<file path="src/rtl/irq_entry_pkg.sv">
package irq_entry_pkg;

    typedef enum logic [4:0] {
        OPC_ENABLE  = 5'd10,
        OPC_DISABLE = 5'd11,
        OPC_SAVE    = 5'd16,
        OPC_RESTORE = 5'd17,
        OPC_RETURN  = 5'd29
    } op_code_e;

    typedef enum logic [1:0] {
        PC_HOLD,
        PC_INC,
        PC_VEC,
        PC_RET
    } pc_sel_e;

    typedef enum logic {
        ST_RUN,
        ST_ENTER
    } ctl_state_e;

endpackage

</file>
<file path="src/rtl/irq_vec_build.sv">
module irq_vec_build #(
    parameter int XLEN    = 32,
    parameter int CODE_W  = 8,
    parameter int VEC_LSB = 4
) (
    input  logic [CODE_W-1:0] code_i,
    output logic [XLEN-1:0]   vec_o
);
    localparam int VEC_MSB = VEC_LSB + CODE_W - 1;

    for (genvar b = 0; b < XLEN; b++) begin : g_bit
        if (b >= VEC_LSB && b <= VEC_MSB) begin : g_code
            assign vec_o[b] = code_i[b - VEC_LSB];
        end else begin : g_zero
            assign vec_o[b] = 1'b0;
        end
    end
endmodule

</file>
<file path="src/rtl/irq_cmd_decode.sv">
module irq_cmd_decode
    import irq_entry_pkg::*;
(
    input  logic       valid_i,
    input  logic [4:0] op_i,
    output logic       en_o,
    output logic       dis_o,
    output logic       save_o,
    output logic       rest_o,
    output logic       ret_o
);
    always_comb begin
        en_o   = 1'b0;
        dis_o  = 1'b0;
        save_o = 1'b0;
        rest_o = 1'b0;
        ret_o  = 1'b0;
        if (valid_i) begin
            case (op_i)
                OPC_ENABLE:  en_o   = 1'b1;
                OPC_DISABLE: dis_o  = 1'b1;
                OPC_SAVE:    save_o = 1'b1;
                OPC_RESTORE: rest_o = 1'b1;
                OPC_RETURN:  ret_o  = 1'b1;
                default:     ;
            endcase
        end
    end
endmodule

</file>
<file path="src/rtl/irq_pc_reg.sv">
module irq_pc_reg
    import irq_entry_pkg::*;
#(
    parameter int               XLEN     = 32,
    parameter logic [XLEN-1:0]  RESET_PC = '0
) (
    input  logic            clk,
    input  logic            rst_n,
    input  pc_sel_e         sel_i,
    input  logic [XLEN-1:0] vec_i,
    input  logic [XLEN-1:0] ret_i,
    output logic [XLEN-1:0] pc_o
);
    localparam logic [XLEN-1:0] STEP = XLEN'(4);

    logic [XLEN-1:0] pc_q;
    logic [XLEN-1:0] pc_d;

    always_comb begin
        unique case (sel_i)
            PC_HOLD: pc_d = pc_q;
            PC_INC:  pc_d = pc_q + STEP;
            PC_VEC:  pc_d = vec_i;
            PC_RET:  pc_d = ret_i;
        endcase
    end

    always_ff @(posedge clk or negedge rst_n) begin
        if (!rst_n) pc_q <= RESET_PC;
        else        pc_q <= pc_d;
    end

    assign pc_o = pc_q;

    AST_PC_STEP: assert property (@(posedge clk) disable iff (!rst_n) (sel_i == PC_INC) |=> (pc_o == $past(pc_o) + STEP));
endmodule

</file>
<file path="src/rtl/irq_entry_unit.sv">
module irq_entry_unit
    import irq_entry_pkg::*;
#(
    parameter int              XLEN     = 32,
    parameter int              INFO_W   = 16,
    parameter int              CODE_W   = 8,
    parameter int              VEC_LSB  = 4,
    parameter logic [XLEN-1:0] RESET_PC = '0
) (
    input  logic              clk,
    input  logic              rst_n,
    input  logic              fetch_start_i,
    input  logic              irq_req_i,
    input  logic [CODE_W-1:0] irq_code_i,
    input  logic [INFO_W-1:0] irq_info_i,
    input  logic              cmd_valid_i,
    input  logic [4:0]        cmd_op_i,
    input  logic [INFO_W-1:0] rs_info_i,
    input  logic [XLEN-1:0]   rs_pc_i,
    output logic [XLEN-1:0]   pc_o,
    output logic              irq_ack_o,
    output logic              int_en_o,
    output logic              save_we_o,
    output logic [INFO_W-1:0] save_info_o,
    output logic [XLEN-1:0]   save_pc_o
);
    localparam int VEC_TOP = VEC_LSB + CODE_W;

    ctl_state_e        state_q, state_d;
    logic              ie_q, ie_d;
    logic [XLEN-1:0]   ipc_q, ipc_d;
    logic [INFO_W-1:0] info_q, info_d;
    logic [XLEN-1:0]   vec;
    pc_sel_e           pc_sel;
    logic              in_run, take, cmd_ok;
    logic              op_en, op_dis, op_save, op_rest, op_ret;

    irq_vec_build #(
        .XLEN   (XLEN),
        .CODE_W (CODE_W),
        .VEC_LSB(VEC_LSB)
    ) i_vec (
        .code_i(irq_code_i),
        .vec_o (vec)
    );

    assign in_run = (state_q == ST_RUN);
    assign take   = in_run && fetch_start_i && irq_req_i && ie_q;
    assign cmd_ok = cmd_valid_i && in_run && !take;

    irq_cmd_decode i_dec (
        .valid_i(cmd_ok),
        .op_i   (cmd_op_i),
        .en_o   (op_en),
        .dis_o  (op_dis),
        .save_o (op_save),
        .rest_o (op_rest),
        .ret_o  (op_ret)
    );

    irq_pc_reg #(
        .XLEN    (XLEN),
        .RESET_PC(RESET_PC)
    ) i_pc (
        .clk  (clk),
        .rst_n(rst_n),
        .sel_i(pc_sel),
        .vec_i(vec),
        .ret_i(ipc_q),
        .pc_o (pc_o)
    );

    // next state and data
    always_comb begin
        state_d = state_q;
        ie_d    = ie_q;
        ipc_d   = ipc_q;
        info_d  = info_q;
        pc_sel  = PC_HOLD;
        unique case (state_q)
            ST_RUN: begin
                if (take) begin
                    state_d = ST_ENTER;
                    ie_d    = 1'b0;
                    ipc_d   = pc_o;
                    info_d  = irq_info_i;
                    pc_sel  = PC_VEC;
                end else begin
                    if (op_ret)             pc_sel = PC_RET;
                    else if (fetch_start_i) pc_sel = PC_INC;
                    if (op_ret || op_en)    ie_d   = 1'b1;
                    else if (op_dis)        ie_d   = 1'b0;
                    if (op_rest) begin
                        ipc_d  = rs_pc_i;
                        info_d = rs_info_i;
                    end
                end
            end
            ST_ENTER: begin
                state_d = ST_RUN;
            end
        endcase
    end

    // state register
    always_ff @(posedge clk or negedge rst_n) begin
        if (!rst_n) begin
            state_q <= ST_RUN;
            ie_q    <= 1'b0;
            ipc_q   <= '0;
            info_q  <= '0;
        end else begin
            state_q <= state_d;
            ie_q    <= ie_d;
            ipc_q   <= ipc_d;
            info_q  <= info_d;
        end
    end

    // outputs
    always_comb begin
        irq_ack_o   = (state_q == ST_ENTER);
        int_en_o    = ie_q;
        save_we_o   = op_save;
        save_info_o = info_q;
        save_pc_o   = ipc_q;
    end

    AST_VEC_ZERO_BITS: assert property (@(posedge clk) disable iff (!rst_n) irq_ack_o |-> (pc_o[VEC_LSB-1:0] == '0 && pc_o[XLEN-1:VEC_TOP] == '0));
    AST_NO_TAKE_DISABLED: assert property (@(posedge clk) disable iff (!rst_n) (in_run && fetch_start_i && !int_en_o) |=> !irq_ack_o);
    AST_ENTRY_SAVES_PC: assert property (@(posedge clk) disable iff (!rst_n) take |=> (save_pc_o == $past(pc_o)));
    AST_ENTRY_CLEARS_EN: assert property (@(posedge clk) disable iff (!rst_n) irq_ack_o |-> !int_en_o);
    AST_ACK_SINGLE: assert property (@(posedge clk) disable iff (!rst_n) irq_ack_o |=> !irq_ack_o);
    AST_ENTER_FREEZES: assert property (@(posedge clk) disable iff (!rst_n) irq_ack_o |=> ($stable(pc_o) && $stable(int_en_o)));
    AST_RET_ENABLES: assert property (@(posedge clk) disable iff (!rst_n) op_ret |=> (int_en_o && pc_o == $past(save_pc_o)));
endmodule

</file>
<file path="config.mk">
export PLATFORM = sky130hd
export DESIGN_NAME = irq_entry_unit
export DESIGN_NICKNAME = d
export VERILOG_FILES = /design/src/rtl/irq_entry_pkg.sv /design/src/rtl/irq_vec_build.sv /design/src/rtl/irq_cmd_decode.sv /design/src/rtl/irq_pc_reg.sv /design/src/rtl/irq_entry_unit.sv
export SDC_FILE = /design/constraint.sdc
export NUM_CORES = 1
export LEC_CHECK = 0
export BUFFER_PORTS_ARGS = -buffer_cell sky130_fd_sc_hd__buf_2
export CAP_MARGIN = 0
export CORE_MARGIN = 2
export CORE_UTILIZATION = 40
export DETAILED_ROUTE_END_ITERATION = 10
export PLACE_DENSITY = 0.67
export SYNTH_ARGS = -nofsm -noshare
export SYNTH_HDL_FRONTEND = slang
export SYNTH_SLANG_ARGS = --single-unit
</file>
<file path="constraint.sdc">
create_clock -name clk -period 2.3 [get_ports clk]
set_clock_uncertainty 0.05 [all_clocks]
set_input_delay 0.46 -clock clk [delete_from_list [all_inputs] [get_ports clk]]
set_output_delay 0.46 -clock clk [all_outputs]
set_load 0.05 [all_outputs]
</file>
==> metrics.yaml, run 1 <==
outcome: "finished, final reports clean"
drt_pass1_iterations: 4
synth-seq-cells: 82
design.core.area_sq_um: 10700
crit_end: "save_we_o"
crit_path_max_fanout: 4
rows: 38
grt_max_degree: 53
clk_latency_ns: 0.36
grt_pass1_vias: 4227
reg2reg_from: "i_pc.pc_o[3]"
cts_made_buffers: 9
synth_area_leaders: "dfrtp_1 47%, nor2_1 7.9%, o22ai_2 5.8%"
grt_first_pass_wirelength_um: 21400
vias: 4379
syn_area_sq_um: 4340
avgViaCountPerCell: 5.45
die-area_sq_um: 11700
cp.required_ns: 1.79
syn_to_final_growth_pct: 33.5
cp-start-kind: "register"
power_mw: 7.19
drt_first_iter_violations: 224
wl_per_cell_um: 16.5
placed_area_sq_um: 5540
avgSynthCellArea_sq_um: 9.15
synth_top_cell_by_area: "dfrtp_1"
syn_nets: 557
die_w_um: 108
grt_overflow: 0
io-pin-count: 165
start_util: 0.406
layout-drive-gt1-share: 0.381
final_max_slew_viol_count: 0
clock_sinks: 82
setup_viol: 0
cts_root_buf: "clkbuf_8"
die_h_um: 108
holdWs_ns: 0.0743
setup.worst_path.end_class: "primary output"
r2r.worst_path.cells: 7
ys_seq_area_frac: 0.473
p_leak_nw: 2.78
relSlewSlack: 0.545
drc: 0
r2r_end: "i_pc.pc_o[26]"
synth_cell_type_count: 48
rrSetupSlack_ns: 0.17
fin_nets: 742
worstPathArrival_ns: 1.71
ant_nets: 0
finish.utilization: 0.542
tns_ns: 0
fmax_mhz: 450
synth_ff_type: "dfrtp_1"
wirelength_um: 13300
cts_max_level: 3
cts_buffer_depth: 2
p_per_area_nw_per_um2: 1240
final_hold_viol_count: 0
grt_usage: 0.235
yosys.area.top_type_share: 0.473
final_cell_area_sq_um: 5790
period_share: 0.967
tightest_slew_ns: 0.682
synth-edff-count: 0
hp-class: "in -> async"
place_congestion: 0.860
yosysWarnings: 0
ir_drop_mv: 0.750
netlist_instances: 474
path_clk_slew_ns: 0.09
cts_hold_buf: 0
async_flop_share: 1.00
hpwl_um: 9760
crit_type: "reg -> out"
fin_crit_ns: 2.22
cp-startpoint: "irq_ack_o"
port_buffers: 164
antenna_found_initial: 0
drv_cap: 0
n_antenna_cell: 0
tritoncts: "done"
## routing by layer
layer	part of all wire	routed length, um	GRT usage	up-vias
met3	0.064	845	0.0494	15
met4	0.015	197	0.0888	0
met2	0.49	6520	0.396	149
met5	0	0	0	-
met1	0.43	5700	0.297	2103
li1	-	-	-	2112
## final cells by class
| type | instances | area (sq um) |
|---|---|---|
| multi-input cells | 353 | 2140 |
| clock buffers | 10 | 128 |
| repair buffers | 208 | 1180 |
| flip-flops and latches | 82 | 2060 |
| fillers | 1018 | 4900 |
| clock inverters | 6 | 90.1 |
| well taps | 140 | 175 |
| inverters | 5 | 18.8 |
## logic make-up (layout without fill, tap and decap cells)
kind of cell | Yosys count | in the layout | share of synthesized area
adders and majority gates | 1 | 1 | 0.00288
and+or+nand+nor | 203 | 203 | 0.222
DFF | 82 | 82 | 0.473
muxes | 20 | 20 | 0.0461
buffers and inverters | 39 | 229 | 0.0430
AOI/OAI and AO/OA | 129 | 129 | 0.213
## worst max-delay path, cell delays in order (launching register included)
cell      delay [ns]
dfrtp_2         0.39
nand4b_1        0.14
inv_1           0.07
or4b_4          0.51
nor2_4          0.10
buf_6           0.16
## cells in the final DEF (no fill, tap or decap), types with 2 or more instances in the layout
master,Yosys,routed
a21oi_1,12,12
and2_1,3,3
inv_1,5,5
nand4_1,10,10
buf_4,4,43
or4_1,7,6
nor3_1,9,9
o21ai_1,17,17
o22ai_2,20,20
nor2_1,91,90
or3_1,4,4
a31oi_1,13,13
bufinv_16,0,2
a32oi_1,2,2
a22o_1,2,2
o311ai_0,2,2
nor4_1,5,4
nand3_1,11,11
nand4b_1,3,3
and3_1,5,5
o211ai_1,2,2
a221oi_1,9,9
o22ai_1,14,14
nor3b_1,3,3
mux2i_1,20,20
o221ai_1,2,2
dfrtp_2,0,3
buf_2,2,162
buf_12,0,2
nor2b_1,2,2
clkbuf_8,0,9
and4_1,4,4
dfrtp_1,82,79
a22oi_1,2,2
nand2_1,40,40
o21ai_0,25,25
## sequential cells by signal (all words and copies together), names as in the netlist
register and cells:
irq_ack_o 1, int_en_o 1, save_info_o 16, save_pc_o 32, i_pc.pc_o 32
## where the power goes
| group | internal (mW) | switching [mW] |
|---|---|---|
| combinational | 0.849 | 2.67 |
| sequential | 1.97 | 0.533 |
| clock | 0.616 | 0.552 |
| total | 3.43 | 3.75 |
## how the worst min path moves through the flow
stage	from	to
floorplan	rst_n	i_pc.pc_o[0]
global placement	save_pc_o[0]	save_pc_o[0]
detailed placement	save_pc_o[10]	save_pc_o[10]
CTS	rst_n	save_pc_o[23]
global route	rst_n	save_pc_o[23]
finish	rst_n	save_pc_o[23]
## timing repair
| action | CTS | global route |
|---|---|---|
| gates resized for setup | 3 | 2 |
| endpoints found under the setup margin | 1 | 2 |
| setup buffers | 1 | 2 |
| endpoints found under the hold margin | 0 | 0 |
## synthesized netlist by cell type, drive strengths merged, types with 10 or more instances
| master | n |
|---|---|
| mux2i | 20 |
| nor3 | 10 |
| buf | 14 |
| clkbuf | 20 |
| nor2 | 91 |
| o22ai | 34 |
| nand4 | 10 |
| a21oi | 12 |
| dfrtp | 82 |
| a31oi | 13 |
| nand2 | 40 |
| nand3 | 11 |
| o21ai | 42 |
## metrics by stage
step	setup slack (ns)	std cells
4_1_cts	0.0178	802
2_1_floorplan	-0.00789	474
5_1_grt	-0.00511	804
3_3_place_gp	-0.186	785
3_5_place_dp	-0.240	785
6_report	0.0759	804
Note: power is estimated with default switching activity, not from simulation.
==> run 2: changes to the inputs <==
--- a/config.mk
+++ b/config.mk
@@ -7,6 +7,7 @@
 export LEC_CHECK = 0
 export BUFFER_PORTS_ARGS = -buffer_cell sky130_fd_sc_hd__buf_2
 export CAP_MARGIN = 0
+export CORE_ASPECT_RATIO = 1.1
 export CORE_MARGIN = 2
 export CORE_UTILIZATION = 40
 export DETAILED_ROUTE_END_ITERATION = 10
==> run 2 against run 1 <==
Hold slack got worse by 0.060 ns. Sequential power about the same. Clock-buffer cell count decreased by 1. Global-route usage about the same. Flip-flop and latch count unchanged.
==> metrics.yaml, run 2 (synthesis gave the netlist of run 1 again) <==
cts_max_level: 3
fmax_mhz: 451
grt_pass1_vias: 4233
clk_latency_ns: 0.34
reg2reg_from: "irq_ack_o"
drt_pass1_iterations: 5
path_clk_slew_ns: 0.06
worstPathArrival_ns: 1.71
cts_made_buffers: 9
fin_cells: 807
vias: 4475
ant_nets: 0
setup.worst_path.end_class: "primary output"
n_antenna_cell: 0
rsz0062_at_grt: "no"
hpwl_um: 9610
r2r_end: "i_pc.pc_o[7]"
relSlewSlack: 0.522
grt_usage: 0.235
top_layer: "met4"
crit_path_max_fanout: 4
tritoncts: "done"
finish.utilization: 0.562
drc: 0
p_leak_nw: 2.84
design.core.area_sq_um: 10500
cts_hold_buf: 0
cp-startpoint: "irq_ack_o"
io-pin-count: 165
die_w_um: 103
final_max_slew_viol_count: 0
wl_met2_um: 6600
cts_buffer_depth: 2
wirelength_um: 13600
dpl.cell_count: 788
grt_overflow: 0
rows: 39
avgViaCountPerCell: 5.55
final_cell_mix: "162 x buf_2, 90 x nor2_1, 79 x dfrtp_1"
cp.required_ns: 1.79
crit_type: "reg -> out"
cts_root_buf: "clkbuf_16"
final_hold_viol_count: 0
outcome: "finished, final reports clean"
wl_met1_um: 5670
grt_max_degree: 53
period_share: 0.964
power_mw: 7.44
ir_drop_mv: 0.719
grt_first_pass_wirelength_um: 21500
antenna_found_initial: 0
place_congestion: 0.837
port_buffers: 164
rrSetupSlack_ns: 0.15
clock_sinks: 82
cp-start-kind: "register"
die-area_sq_um: 11700
fin_nets: 742
p_per_area_nw_per_um2: 1260
drv_cap: 0
setup_viol: 0
die_h_um: 113
drt_first_iter_violations: 227
syn_to_final_growth_pct: 35.9
start_util: 0.414
wl_met3_um: 1010
r2r.worst_path.cells: 8
fin_crit_ns: 2.22
wl_per_cell_um: 16.8
layout-drive-gt1-share: 0.381
hp-class: "in -> async"
tightest_slew_ns: 0.717
final_common_cell: "buf_2"
## run 2: worst max path at each step
stage,end,cells past startpoint
2_1_floorplan,save_pc_o[15],7
3_3_place_gp,save_info_o[7],6
3_5_place_dp,save_info_o[15],6
4_1_cts,save_info_o[15],6
5_1_grt,save_we_o,5
6_report,save_we_o,5
## run 2: what timing repair did
action	4_1_cts	5_1_grt
gates cloned	0	1
gates resized for setup	3	1
setup endpoints to repair	1	2
hold endpoints to repair	0	0
setup buffers	2	0
## run 2: critical path, stage by stage, from the launching register on
cell,delay [ns]
dfrtp_2,0.39
nand4b_1,0.14
inv_1,0.07
or4b_4,0.51
nor2_4,0.11
buf_6,0.16
## run 2: final cells by class
class / instances / area, sq um
clock buffers: 9 / 225
clock inverters: 7 / 60.1
fillers: 999 / 4600
inverters: 5 / 18.8
multi-input cells: 353 / 2140
flip-flops and latches: 82 / 2060
well taps: 143 / 179
repair buffers: 208 / 1210
## run 2: report_power, final
group          internal, mW  total [mW]  switching (mW)  leakage [nW]
registers              1.97        2.48           0.512         0.977
clock network         0.829        1.41           0.585         0.149
logic                 0.855        3.54            2.69          1.71
## run 2: metal layers
| metal | up-vias | GRT usage |
|---|---|---|
| met5 | - | 0 |
| met4 | 0 | 0.0772 |
| met2 | 206 | 0.377 |
| li1 | 2113 | - |
| met3 | 24 | 0.0587 |
| met1 | 2132 | 0.311 |
## run 2: metrics by stage
stage	cell area (sq um)	setup TNS, ns	hold slack (ns)	setup slack, ns
floorplan	4350	-0.150	0.114	-0.00789
global placement	5560	-8.06	0.377	-0.208
detailed placement	5560	-9.81	0.381	-0.320
CTS	5870	0	0.0172	0.0512
global route	5900	0	0.0390	0.0252
finish	5900	0	0.0144	0.0839
==> run 3: changes to the inputs <==
--- a/config.mk
+++ b/config.mk
@@ -10,8 +10,10 @@
 export CORE_ASPECT_RATIO = 1.1
 export CORE_MARGIN = 2
 export CORE_UTILIZATION = 40
+export CTS_CLUSTER_SIZE = 12
 export DETAILED_ROUTE_END_ITERATION = 10
 export PLACE_DENSITY = 0.67
+export REMOVE_ABC_BUFFERS = 1
 export SYNTH_ARGS = -nofsm -noshare
 export SYNTH_HDL_FRONTEND = slang
 export SYNTH_SLANG_ARGS = --single-unit
==> constraint.sdc (replaced) <==
create_clock -name clk -period 2.3 [get_ports clk]
set_clock_uncertainty 0.05 [all_clocks]
set_input_delay 0.46 -clock clk [delete_from_list [all_inputs] [get_ports clk]]
set_output_delay 0.46 -clock clk [all_outputs]
set_load 0.02 [all_outputs]
==> run 3 against run 2 <==
Wire length is 3.1% lower. Global-route usage hardly changed. Hold slack better by 0.021 ns. Cell area is 1.1% higher. Via count is 2.6% lower. Clock-buffer cell count is 3 higher. Sequential share of layout area is 0.46 points lower. Die area stayed put. First-iteration DRC count is 10% lower. Final cell count is 0.37% lower. Flip-flop and latch count stayed put. Critical path type unchanged.
==> metrics.yaml, run 3 (synthesis gave the netlist of run 1 again) <==
design.core.area_sq_um: 10500
avgViaCountPerCell: 5.42
wirelength_um: 13100
crit_type: "reg -> out"
fin_nets: 739
die_w_um: 103
cts_made_buffers: 9
p_leak_nw: 2.85
final_cell_mix: "162 x buf_2, 91 x nor2_1, 82 x dfrtp_1"
drt_pass1_iterations: 4
layout-drive-gt1-share: 0.374
outcome: "finished, final reports clean"
wl_per_cell_um: 16.3
ir_drop_mv: 0.717
final_max_slew_viol_count: 0
cts_root_buf: "clkbuf_16"
hp-class: "in -> async"
n_antenna_cell: 0
fin_crit_ns: 2.21
seqCellArea_sq_um: 2050
rrSetupSlack_ns: 0.22
port_buffers: 164
dpl.cell_count: 785
cp_slowest_stage_delay_ns: 0.48
rows: 39
grt_max_degree: 48
tritoncts: "done"
final_hold_viol_count: 0
hpwl_um: 9390
antenna_found_initial: 0
cts_buffer_depth: 2
fin_cells: 804
setup_viol: 0
cts_hold_buf: 0
cp.required_ns: 1.79
relSlewSlack: 0.663
place_congestion: 0.778
fmax_mhz: 452
io-pin-count: 165
grt_first_pass_wirelength_um: 21300
final_common_cell: "buf_2"
fillers: 934
grt_usage: 0.235
drv_cap: 0
cp_slowest_cell: "or4b_4"
period_share: 0.961
syn_to_final_growth_pct: 37.4
grt_overflow: 0
r2r.worst_path.cells: 6
setup.worst_path.end_class: "primary output"
critical_path.cell_chain: "nand4b_1 > inv_1 > or4b_4 > nor2_1 > buf_4"
clk_latency_ns: 0.34
die_h_um: 113
multi_input_area_sq_um: 2140
drc: 0
rsz0062_at_grt: "no"
path_clk_slew_ns: 0.06
clock_sinks: 82
die-area_sq_um: 11700
ant_nets: 0
drt_first_iter_violations: 204
cts_max_level: 3
crit_path_max_fanout: 4
grt_pass1_vias: 4297
worstPathArrival_ns: 1.70
holdWs_ns: 0.0354
p_per_area_nw_per_um2: 1070
tightest_slew_ns: 0.506
cp-start-kind: "register"
start_util: 0.414
vias: 4357
[run 3: cell count changes in the layout (fill, tap and decap cells not counted), moves of 3 or more]
| cell | change |
|---|---|
| clkinv_2 | -5 |
| dfrtp_1 | +3 |
| buf_12 | +5 |
| buf_4 | -6 |
| dfrtp_2 | -3 |
| clkbuf_8 | +3 |
[run 3: power breakdown]
| group | internal [mW] | total [mW] | switching, mW |
|---|---|---|---|
| combinational | 0.849 | 2.29 | 1.44 |
| sequential | 1.97 | 2.48 | 0.510 |
| clock | 1.04 | 1.62 | 0.580 |
| total | 3.86 | 6.38 | 2.53 |
[run 3: per-stage QoR]
| step | util | setup TNS (ns) | total power, mW | cell area, sq um | setup slack [ns] |
|---|---|---|---|---|---|
| floorplan | - | -86.59 | 3.73 | 4170 | -1.80 |
| global placement | 0.533 | -11.94 | 4.73 | 5590 | -0.259 |
| detailed placement | 0.533 | -13.72 | 4.79 | 5590 | -0.337 |
| CTS | 0.568 | 0 | 6.43 | 5960 | 0.0297 |
| global route | 0.568 | 0 | 6.81 | 5960 | 0.0261 |
| finish | 0.568 | 0 | 6.38 | 5960 | 0.0889 |
[run 3: worst max-delay path, delay by kind of cell (launching register included)]
kind / cells / cell delay [ns]
AND/OR/NAND/NOR: 3 / 0.74
flip-flops: 1 / 0.40
buffers and inverters: 2 / 0.21
[run 3: final timing paths]
check	startpoint	to
worst max-delay path	irq_ack_o	save_we_o
worst min-delay path	rst_n	save_info_o[10]
worst max register to register	i_pc.pc_o[7]	i_pc.pc_o[31]
worst min register to register	save_pc_o[15]	i_pc.pc_o[15]
max in group asynchronous	rst_n	save_info_o[7]
min in group clk	irq_info_i[6]	save_info_o[6]
[run 3: final cells by class]
class,count,area share
multi-input combinational,353,0.359
sequential,82,0.344
timing repair buffer,205,0.207
inverter,5,0.00315
tap,143,0.0300
clock buffer,12,0.0447
clock inverter,4,0.0122
[run 3: routing by layer]
layer,up-vias,GRT usage,part of all wire
li1,2108,-,-
met1,2062,0.284,0.41
met2,170,0.406,0.50
met3,17,0.0679,0.072
met4,0,0.0675,0.015
met5,-,0,0
[run 3: repair_timing]
action / 4_1_cts / 5_1_grt
pin swaps: 1 / 0
resized for setup: 2 / 1
endpoints found under the setup margin: 1 / 28
setup buffers: 3 / 0
